===== src/rtl/timer8_pkg.sv =====
package timer8_pkg;
  localparam int CNT_W = 8;
  localparam int PRE_W = 10;

  typedef enum logic [1:0] {
    OM_OFF    = 2'b00,
    OM_TOGGLE = 2'b01,
    OM_CLEAR  = 2'b10,
    OM_SET    = 2'b11
  } out_mode_e;

  localparam logic [1:0] WG_CTC = 2'b10;

  // mask of prescaler bits that must be all-ones for a tick; valid=0 stops
  function automatic logic [PRE_W:0] sel_mask(input logic [2:0] cs);
    case (cs)
      3'd1:    sel_mask = {1'b1, 10'h000};
      3'd2:    sel_mask = {1'b1, 10'h007};
      3'd3:    sel_mask = {1'b1, 10'h03f};
      3'd4:    sel_mask = {1'b1, 10'h0ff};
      3'd5:    sel_mask = {1'b1, 10'h3ff};
      default: sel_mask = '0;
    endcase
  endfunction
endpackage


===== src/rtl/timer8_regs.sv =====
module timer8_regs
  import timer8_pkg::*;
#(
  parameter int AW = 3,
  parameter int DW = 8
) (
  input  logic          clk_i,
  input  logic          rst_ni,
  input  logic [AW-1:0] addr_i,
  input  logic [DW-1:0] wdata_i,
  input  logic          we_i,
  output logic [DW-1:0] rdata_o,
  input  logic [DW-1:0] cnt_i,
  output logic          hold_o,
  output logic          psr_o,
  output logic [1:0]    mode_a_o,
  output logic [1:0]    mode_b_o,
  output logic [1:0]    wgm_o,
  output logic [2:0]    cs_o,
  output logic [DW-1:0] cmpa_o,
  output logic [DW-1:0] cmpb_o,
  output logic          cnt_wr_o
);
  localparam logic [AW-1:0] A_GCTL = AW'(0);
  localparam logic [AW-1:0] A_TCTL = AW'(1);
  localparam logic [AW-1:0] A_CS   = AW'(2);
  localparam logic [AW-1:0] A_CNT  = AW'(3);
  localparam logic [AW-1:0] A_CMPA = AW'(4);
  localparam logic [AW-1:0] A_CMPB = AW'(5);

  logic wr_gctl, wr_tctl, wr_cs, wr_cmpa, wr_cmpb;
  assign wr_gctl  = we_i && addr_i == A_GCTL;
  assign wr_tctl  = we_i && addr_i == A_TCTL;
  assign wr_cs    = we_i && addr_i == A_CS;
  assign cnt_wr_o = we_i && addr_i == A_CNT;
  assign wr_cmpa  = we_i && addr_i == A_CMPA;
  assign wr_cmpb  = we_i && addr_i == A_CMPB;

  logic unused_bits;
  assign unused_bits = ^{wdata_i[6:1]};

  always_ff @(posedge clk_i or negedge rst_ni) begin
    if (!rst_ni) begin
      hold_o   <= 1'b0;
      psr_o    <= 1'b0;
      mode_a_o <= '0;
      mode_b_o <= '0;
      wgm_o    <= '0;
      cs_o     <= '0;
      cmpa_o   <= '0;
      cmpb_o   <= '0;
    end else begin
      if (wr_gctl) begin
        hold_o <= wdata_i[7];
        psr_o  <= wdata_i[0];
      end else if (!hold_o) begin
        psr_o  <= 1'b0;   // self-clear unless held
      end
      if (wr_tctl) begin
        mode_a_o <= wdata_i[7:6];
        mode_b_o <= wdata_i[5:4];
        wgm_o    <= wdata_i[1:0];
      end
      if (wr_cs)   cs_o   <= wdata_i[2:0];
      if (wr_cmpa) cmpa_o <= wdata_i;
      if (wr_cmpb) cmpb_o <= wdata_i;
    end
  end

  always_comb begin
    case (addr_i)
      A_GCTL:  rdata_o = {hold_o, 6'b0, psr_o};
      A_TCTL:  rdata_o = {mode_a_o, mode_b_o, 2'b00, wgm_o};
      A_CS:    rdata_o = {5'b0, cs_o};
      A_CNT:   rdata_o = cnt_i;
      A_CMPA:  rdata_o = cmpa_o;
      A_CMPB:  rdata_o = cmpb_o;
      default: rdata_o = '0;
    endcase
  end
endmodule


===== src/rtl/timer8_prescale.sv =====
module timer8_prescale
  import timer8_pkg::*;
(
  input  logic       clk_i,
  input  logic       rst_ni,
  input  logic       psr_i,
  input  logic [2:0] cs_i,
  output logic       tick_o
);
  logic [PRE_W-1:0] pre_q;
  logic [PRE_W:0]   msk;

  assign msk    = sel_mask(cs_i);
  assign tick_o = msk[PRE_W] && !psr_i && ((pre_q & msk[PRE_W-1:0]) == msk[PRE_W-1:0]);

  always_ff @(posedge clk_i or negedge rst_ni) begin
    if (!rst_ni)    pre_q <= '0;
    else if (psr_i) pre_q <= '0;
    else            pre_q <= pre_q + 1'b1;
  end
endmodule


===== src/rtl/timer8_core.sv =====
module timer8_core
  import timer8_pkg::*;
#(
  parameter int W = 8
) (
  input  logic         clk_i,
  input  logic         rst_ni,
  input  logic         tick_i,
  input  logic [1:0]   wgm_i,
  input  logic [W-1:0] top_i,
  input  logic         wr_i,
  input  logic [W-1:0] wdata_i,
  output logic [W-1:0] cnt_o,
  output logic         blk_o
);
  logic ctc;
  assign ctc = wgm_i == WG_CTC;

  always_ff @(posedge clk_i or negedge rst_ni) begin
    if (!rst_ni) begin
      cnt_o <= '0;
      blk_o <= 1'b0;
    end else if (wr_i) begin
      cnt_o <= wdata_i;
      blk_o <= 1'b1;
    end else if (tick_i) begin
      blk_o <= 1'b0;
      if (ctc && cnt_o == top_i) cnt_o <= '0;
      else                       cnt_o <= cnt_o + 1'b1;
    end
  end
endmodule


===== src/rtl/timer8_ocu.sv =====
module timer8_ocu
  import timer8_pkg::*;
#(
  parameter int W = 8
) (
  input  logic         clk_i,
  input  logic         rst_ni,
  input  logic         tick_i,
  input  logic         blk_i,
  input  logic [W-1:0] cnt_i,
  input  logic [W-1:0] cmp_i,
  input  logic [1:0]   mode_i,
  input  logic         dir_i,
  output logic         pin_o,
  output logic         ovr_o,
  output logic         oe_o
);
  logic act;
  assign act   = tick_i && !blk_i && cnt_i == cmp_i;
  assign ovr_o = |mode_i;
  assign oe_o  = ovr_o && dir_i;

  always_ff @(posedge clk_i or negedge rst_ni) begin
    if (!rst_ni) pin_o <= 1'b0;
    else if (act) begin
      case (out_mode_e'(mode_i))
        OM_TOGGLE: pin_o <= ~pin_o;
        OM_CLEAR:  pin_o <= 1'b0;
        OM_SET:    pin_o <= 1'b1;
        default:   pin_o <= pin_o;
      endcase
    end
  end
endmodule


===== src/rtl/timer8_sync.sv =====
module timer8_sync
  import timer8_pkg::*;
#(
  parameter int AW = 3,
  parameter int NCH = 2
) (
  input  logic            clk_i,
  input  logic            rst_ni,
  input  logic [AW-1:0]   addr_i,
  input  logic [CNT_W-1:0] wdata_i,
  input  logic            we_i,
  output logic [CNT_W-1:0] rdata_o,
  input  logic            dir_a_i,
  input  logic            dir_b_i,
  output logic            cmp_a_o,
  output logic            cmp_b_o,
  output logic            ovr_a_o,
  output logic            ovr_b_o,
  output logic            oe_a_o,
  output logic            oe_b_o
);
  logic             hold, psr, tick, cnt_wr, blk;
  logic [1:0]       mode_a, mode_b, wgm;
  logic [2:0]       cs;
  logic [CNT_W-1:0] cmpa, cmpb, cnt;

  timer8_regs #(.AW(AW), .DW(CNT_W)) u_regs (
    .clk_i, .rst_ni, .addr_i, .wdata_i, .we_i, .rdata_o,
    .cnt_i(cnt), .hold_o(hold), .psr_o(psr), .mode_a_o(mode_a), .mode_b_o(mode_b),
    .wgm_o(wgm), .cs_o(cs), .cmpa_o(cmpa), .cmpb_o(cmpb), .cnt_wr_o(cnt_wr)
  );

  timer8_prescale u_pre (
    .clk_i, .rst_ni, .psr_i(psr), .cs_i(cs), .tick_o(tick)
  );

  timer8_core #(.W(CNT_W)) u_core (
    .clk_i, .rst_ni, .tick_i(tick), .wgm_i(wgm), .top_i(cmpa),
    .wr_i(cnt_wr), .wdata_i(wdata_i), .cnt_o(cnt), .blk_o(blk)
  );

  logic [NCH-1:0][CNT_W-1:0] ch_cmp;
  logic [NCH-1:0][1:0]       ch_mode;
  logic [NCH-1:0]            ch_dir, ch_pin, ch_ovr, ch_oe;
  assign ch_cmp  = {cmpb, cmpa};
  assign ch_mode = {mode_b, mode_a};
  assign ch_dir  = {dir_b_i, dir_a_i};

  for (genvar g = 0; g < NCH; g++) begin : g_ch
    timer8_ocu #(.W(CNT_W)) u_ocu (
      .clk_i, .rst_ni, .tick_i(tick), .blk_i(blk), .cnt_i(cnt),
      .cmp_i(ch_cmp[g]), .mode_i(ch_mode[g]), .dir_i(ch_dir[g]),
      .pin_o(ch_pin[g]), .ovr_o(ch_ovr[g]), .oe_o(ch_oe[g])
    );
  end

  assign cmp_a_o = ch_pin[0];
  assign cmp_b_o = ch_pin[1];
  assign ovr_a_o = ch_ovr[0];
  assign ovr_b_o = ch_ovr[1];
  assign oe_a_o  = ch_oe[0];
  assign oe_b_o  = ch_oe[1];
endmodule


===== config.mk =====
export PLATFORM = sky130hd
export DESIGN_NAME = timer8_sync
export DESIGN_NICKNAME = d
export VERILOG_FILES = /design/src/rtl/timer8_pkg.sv /design/src/rtl/timer8_regs.sv /design/src/rtl/timer8_prescale.sv /design/src/rtl/timer8_core.sv /design/src/rtl/timer8_ocu.sv /design/src/rtl/timer8_sync.sv
export SDC_FILE = /design/constraint.sdc
export NUM_CORES = 1
export LEC_CHECK = 0
export ABC_AREA = 1
export BUFFER_PORTS_ARGS = -buffer_cell sky130_fd_sc_hd__buf_2
export CAP_MARGIN = 20
export CORE_UTILIZATION = 38
export CTS_CLUSTER_DIAMETER = 30
export DETAILED_ROUTE_END_ITERATION = 12
export REMOVE_ABC_BUFFERS = 1
export SYNTH_ARGS = -nofsm -noshare
export SYNTH_HDL_FRONTEND = slang
export SYNTH_SLANG_ARGS = --single-unit

===== constraint.sdc =====
create_clock -name clk_i -period 3.4 [get_ports clk_i]
set_clock_uncertainty 0.2 [all_clocks]
set_input_delay 1.02 -clock clk_i [delete_from_list [all_inputs] [get_ports clk_i]]
set_output_delay 1.02 -clock clk_i [all_outputs]
set_load 0.05 [all_outputs]

# [Yosys cells after proc, flatten, opt, wreduce, memory -nomap -nowiden]
# Cells that the tools add are included.
[word_totals] register_bits=48 latchBits=0 ram_bits=0 rom_bits=0 inputBits=16 output_inout_bits=14 elab_cells=75 n_memories=0
[op_classes] n_addsub=2 n_mul=0 div=0 n_lt_le_gt_ge=0 n_eq_ne=21 n_shift=0 muxes=12 bitwise_logic=3 n_reduce_logical=24
[ops] cell="one-hot mux 11 bit (5 select lines)" n=1
[ops] cell="one-hot mux 8 bit (6 select lines)" n=1
[ops] cell="two-way mux 8 bit" n=3
[ops] cell="equality test 8 bit" n=2
[ops] cell="logical AND 1 bit" n=14
[ops] cell="equality test 3 x 2 -> 1 bit, second input constant" n=4
[ops] cell="equality test 3 bit, second input constant" n=4
[ops] cell="adder 10 x 1 -> 10 bit, second input constant" n=1
[ops] cell="bitwise AND 10 bit" n=1
[ops] cell="equality test 10 bit" n=1
[ops] cell="equality test 2 bit, second input constant" n=5
[ops] cell="two-way mux 10 bit" n=1
[ops] cell="adder 8 x 1 -> 8 bit, second input constant" n=1
[ops] cell="equality test 3 x 1 -> 1 bit, second input constant" n=2
[ops] cell="one-hot mux 1 bit (3 select lines)" n=2
[ops] cell="nonzero test 3 bit" n=2
[ops] cell="equality test 2 x 1 -> 1 bit, second input constant" n=2
[ops] cell="two-way mux 1 bit" n=4
[ops] cell="AND reduction 2 bit" n=2
[ops] cell="OR reduction 2 bit" n=2
[ops] cell="zero test 3 bit" n=1
[ops] cell="zero test 1 bit" n=2
[ops] cell="inequality test 2 bit, second input constant" n=1
[ops] cell="NOT 1 bit" n=2
[ops] cell="nonzero test 2 bit" n=1

# [Longest topological paths before layout]
[logic_depth] depth_word=8 mapped_depth=12

# [Hierarchy]
# From an unflattened synthesis, not the netlist that was laid out.
[unflattened] hier_cells=450 area_unflattened_um2=3179.3
[by_module_without_submodules] mod="timer8_regs" n_inst=1 cells_per_inst=181 area_per_inst_um2=1455.1 seq_area_each_um2=675.6
[by_module_without_submodules] mod="timer8_core" n_inst=1 cells_per_inst=102 area_per_inst_um2=705.7 seq_area_each_um2=225.2
[by_module_without_submodules] mod="timer8_prescale" n_inst=1 cells_per_inst=73 area_per_inst_um2=565.5 seq_area_each_um2=250.2
[by_module_without_submodules] mod="timer8_ocu" n_inst=2 cells_per_inst=47 area_per_inst_um2=226.5 seq_area_each_um2=25.0

# [Worst setup path before layout]
# OpenSTA, ideal clock, no wires.
[synth_path] kind="in2out" startpoint="in addr_i[0]" endpoint="out rdata_o[4]" arrival_ns=2.366 required_ns=2.180 setup_slack_ns=-0.186 path_stages=4 cell_sequence="inv_1 nor2_1 nand2_1 o21ai_0"
[synth_between] elab_chain_len=2 word_cells_on_any_way=7
[synth_rtl] element="from (decl)" line_no="timer8_sync.sv:9" text="input logic [AW-1:0] addr_i,"
[synth_rtl] element="equality test 3 bit, or another cell as far along" line_no="timer8_regs.sv:71" text="case (addr_i)"
[synth_rtl] element="one-hot mux 8 bit (6 select lines) *" line_no="timer8_regs.sv:71"
[synth_rtl] element="to (decl)" line_no="timer8_sync.sv:12" text="output logic [CNT_W-1:0] rdata_o,"
# Every way passes the cells marked *; elsewhere a longest branch is shown, timed or not.

# [Worst setup path in the final report]
[layout_path] startpoint="in addr_i[0]" endpoint="out rdata_o[1]"
# The elaborated chain is that of the path after synthesis.

==> results.tsv <==
metric	value	unit
Setup TNS	0	ns
Core Box Area	0.006982	mm2
crit path launch type	input pin	
CTS tree	yes	
die footprint	0.007736	mm2
Starting Density	40.22	%
antenna-violating nets left	0	
Post-synth ARST share	100.0	%
worst rel slew slack	61.11	%
Buffers on Ports	29	
post-DP HPWL	5.217	mm
Ant. Diodes	0	
Hold Fails Final Rpt	0	
DIE WIDTH	87.96	um
post-synth cell types	34	
top post-synthesis cells by area	dfrtp_1 (43%), nand2_1 (16%), inv_1 (6.0%)	
Area growth, synth to finish	12.43	%
WL per Instance	13.93	um
Worst-path clk slew	0.10	ns
mapped cell area	0.002808	mm2
WL final	6.953	mm
Least-Margin Pin Slew	0.5834	ns
RSZ-0062 raised after global routing	true	
Setup Buffers After CTS	0	
number of synthesized flops with an enable pin	0	
CP Data Arrival Time	2.10	ns
DRC errors left	0	
Post-Syn Area per Cell	7.507	um2
CTS Buf Count	5	
max cap viols	0	
Num Clock Sinks	48	
CP peak stage delay	0.29	ns
vias	2455	
vias per inst	4.920	
Pleak	1.679	nW
vias in the first global route	2365	
pwr dens	686.6	mW/mm2
Fmax	0.3015	GHz
Synth area leader	dfrtp_1	
cell mode on critical path	nand2_1	
crit-path cells	buf_2 > inv_1 > nor2_1 > nand2_1 > inv_2 > nand2_1 > o2111ai_1 > clkbuf_4	
Hold WC Path Type	reg -> reg	
synthesized flop and latch total	48	
post-layout util	45.22	%
grt total ovfl	0	
Synth warnings	0	
CP max stage cell	clkbuf_4	
Peak VDD IR	0.2323	mV
starting DRC count in detailed routing	79	
sequential area share after synthesis	42.78	%
H-tree Lvls	2	
crit-path max FO	9	
Clock Path Buffers	2	
Critical Path End Type	output port	
max-slew violation count	0	
top-area cell type share of the netlist area	42.78	%
cell with the most instances after synthesis	nand2_1	
overall die height	87.96	um
fin crit share	97.55	%
largest net degree at the start of global routing	26	
critical path type	in -> out	
most common flop cell mapped by yosys	dfrtp_1	
first-pass GRT wire length	11.68	mm
top-level I/O count	30	
share of cells above drive strength 1	14.64	%
top post-synthesis cells by count	nand2_1 (117), dfrtp_1 (48), inv_1 (45)	
status	complete, no violations	
gr usage total	19.76	%
Syn Inst Count	374	
initial antenna violation count	0	
Pre-Repair DR Iteration Count	4	
worst-skew pair later-pin latency	0.31	ns
Layout Nets	421	
RePlAce Congestion	0.8682	
fin crit period	3.317	ns
CTS Root Cell	clkbuf_8	
row count	30	
Required @ worst endpoint	2.18	ns
final setup fails	0	
## metal layers
metal	vias to the layer above	GRT usage (%)	share of wire, %
met5	-	0	0
met2	41	32.56	46
met1	1163	27.21	50
met4	0	5.067	0.95
met3	5	2.922	2.9
li1	1246	-	-
## layout make-up
class                      instances  area (um2)
clock inverter                     3       42.54
timing repair buffer              30       175.2
tap                               96       120.1
fill                             739        3825
sequential                        48        1201
multi-input combinational        263        1346
clock buffer                       5       68.82
inverter                          54       202.7
## registers in the layout, indices dropped and copies added, names as in the netlist
name and count:
u_regs.wgm_o 2, u_regs.cmpa_o 8, u_regs.psr_o 1, u_core.blk_o 1, g_ch.u_ocu.pin_o 2, u_regs.mode_b_o 2, u_regs.mode_a_o 2, u_regs.cmpb_o 8
u_pre.pre_q 10, u_core.cnt_o 8, u_regs.hold_o 1, u_regs.cs_o 3
## power by group
part / total (mW) / leakage, nW / switching (mW) / internal [mW]
Clock: 0.423 / 0.0541 / 0.205 / 0.218
Sequential: 0.936 / 0.608 / 0.212 / 0.724
Combinational: 0.809 / 1.02 / 0.512 / 0.297
## repair_timing
item                       in CTS  in global routing
setup endpoints to repair       0                  3
gates resized for setup         0                  8
hold buffers                    0                  0
## path summary, 6_finish.rpt
path	cells past startpoint	to	start	slack [ns]
max in group asynchronous	2	u_core.cnt_o[1]$_DFFE_PN0P_	rst_ni	1.96
max	8	rdata_o[1]	addr_i[0]	0.08
min reg2reg	1	u_pre.pre_q[0]$_DFF_PN0_	u_pre.pre_q[0]$_DFF_PN0_	0.28
min in group asynchronous	1	u_regs.mode_a_o[1]$_DFFE_PN0P_	rst_ni	0.50
min	1	u_pre.pre_q[0]$_DFF_PN0_	u_pre.pre_q[0]$_DFF_PN0_	0.28
max reg2reg	10	u_core.cnt_o[6]$_DFFE_PN0P_	u_regs.cs_o[1]$_DFFE_PN0P_	1.19
## layout by cell type (no fill, tap or decap), types with 2 or more instances in the layout
cell / instances
nand2_1: 116
dfrtp_1: 48
inv_1: 45
nor2_1: 25
buf_2: 25
nand3_1: 22
o21ai_1: 18
o21ai_0: 15
xor2_1: 14
nand4_1: 12
inv_2: 8
clkbuf_8: 5
nand2_2: 4
nand3_2: 4
a21oi_1: 4
xnor2_1: 4
nor3_1: 3
ha_1: 3
nor2_2: 2
a221oi_1: 2
a22oi_1: 2
o2111ai_1: 2
o21a_1: 2
clkbuf_4: 2
buf_4: 2
## stage by stage
stage          hold WS, ns  cells  power, mW  setup slack [ns]  instance area (um2)
2_1_floorplan       0.2442    365      1.525           -0.1864                 2741
3_3_place_gp        0.2640    491      1.728            0.1127                 3027
3_5_place_dp        0.2652    491      1.748           0.08904                 3027
4_1_cts             0.2800    499      2.172           0.08374                 3138
5_1_grt             0.3058    499      2.345         -0.008898                 3157
6_report            0.2766    499      2.168           0.08320                 3157
## worst max-delay path, delay by kind of cell
family / cells / cell delay [ns]
buf+inv: 4 / 0.62
simple gates: 3 / 0.31
compound gates: 1 / 0.14
## logic make-up after synthesis
logic type / share of synthesized area (%)
AND/OR/NAND/NOR: 30.30
buffers and inverters: 9.581
AO/OA/AOI/OAI: 10.38
flip-flops: 42.78
XOR/XNOR: 5.615
adder cells (fa/ha/maj): 1.337
No activity file was read; power rests on OpenSTA's default activity.
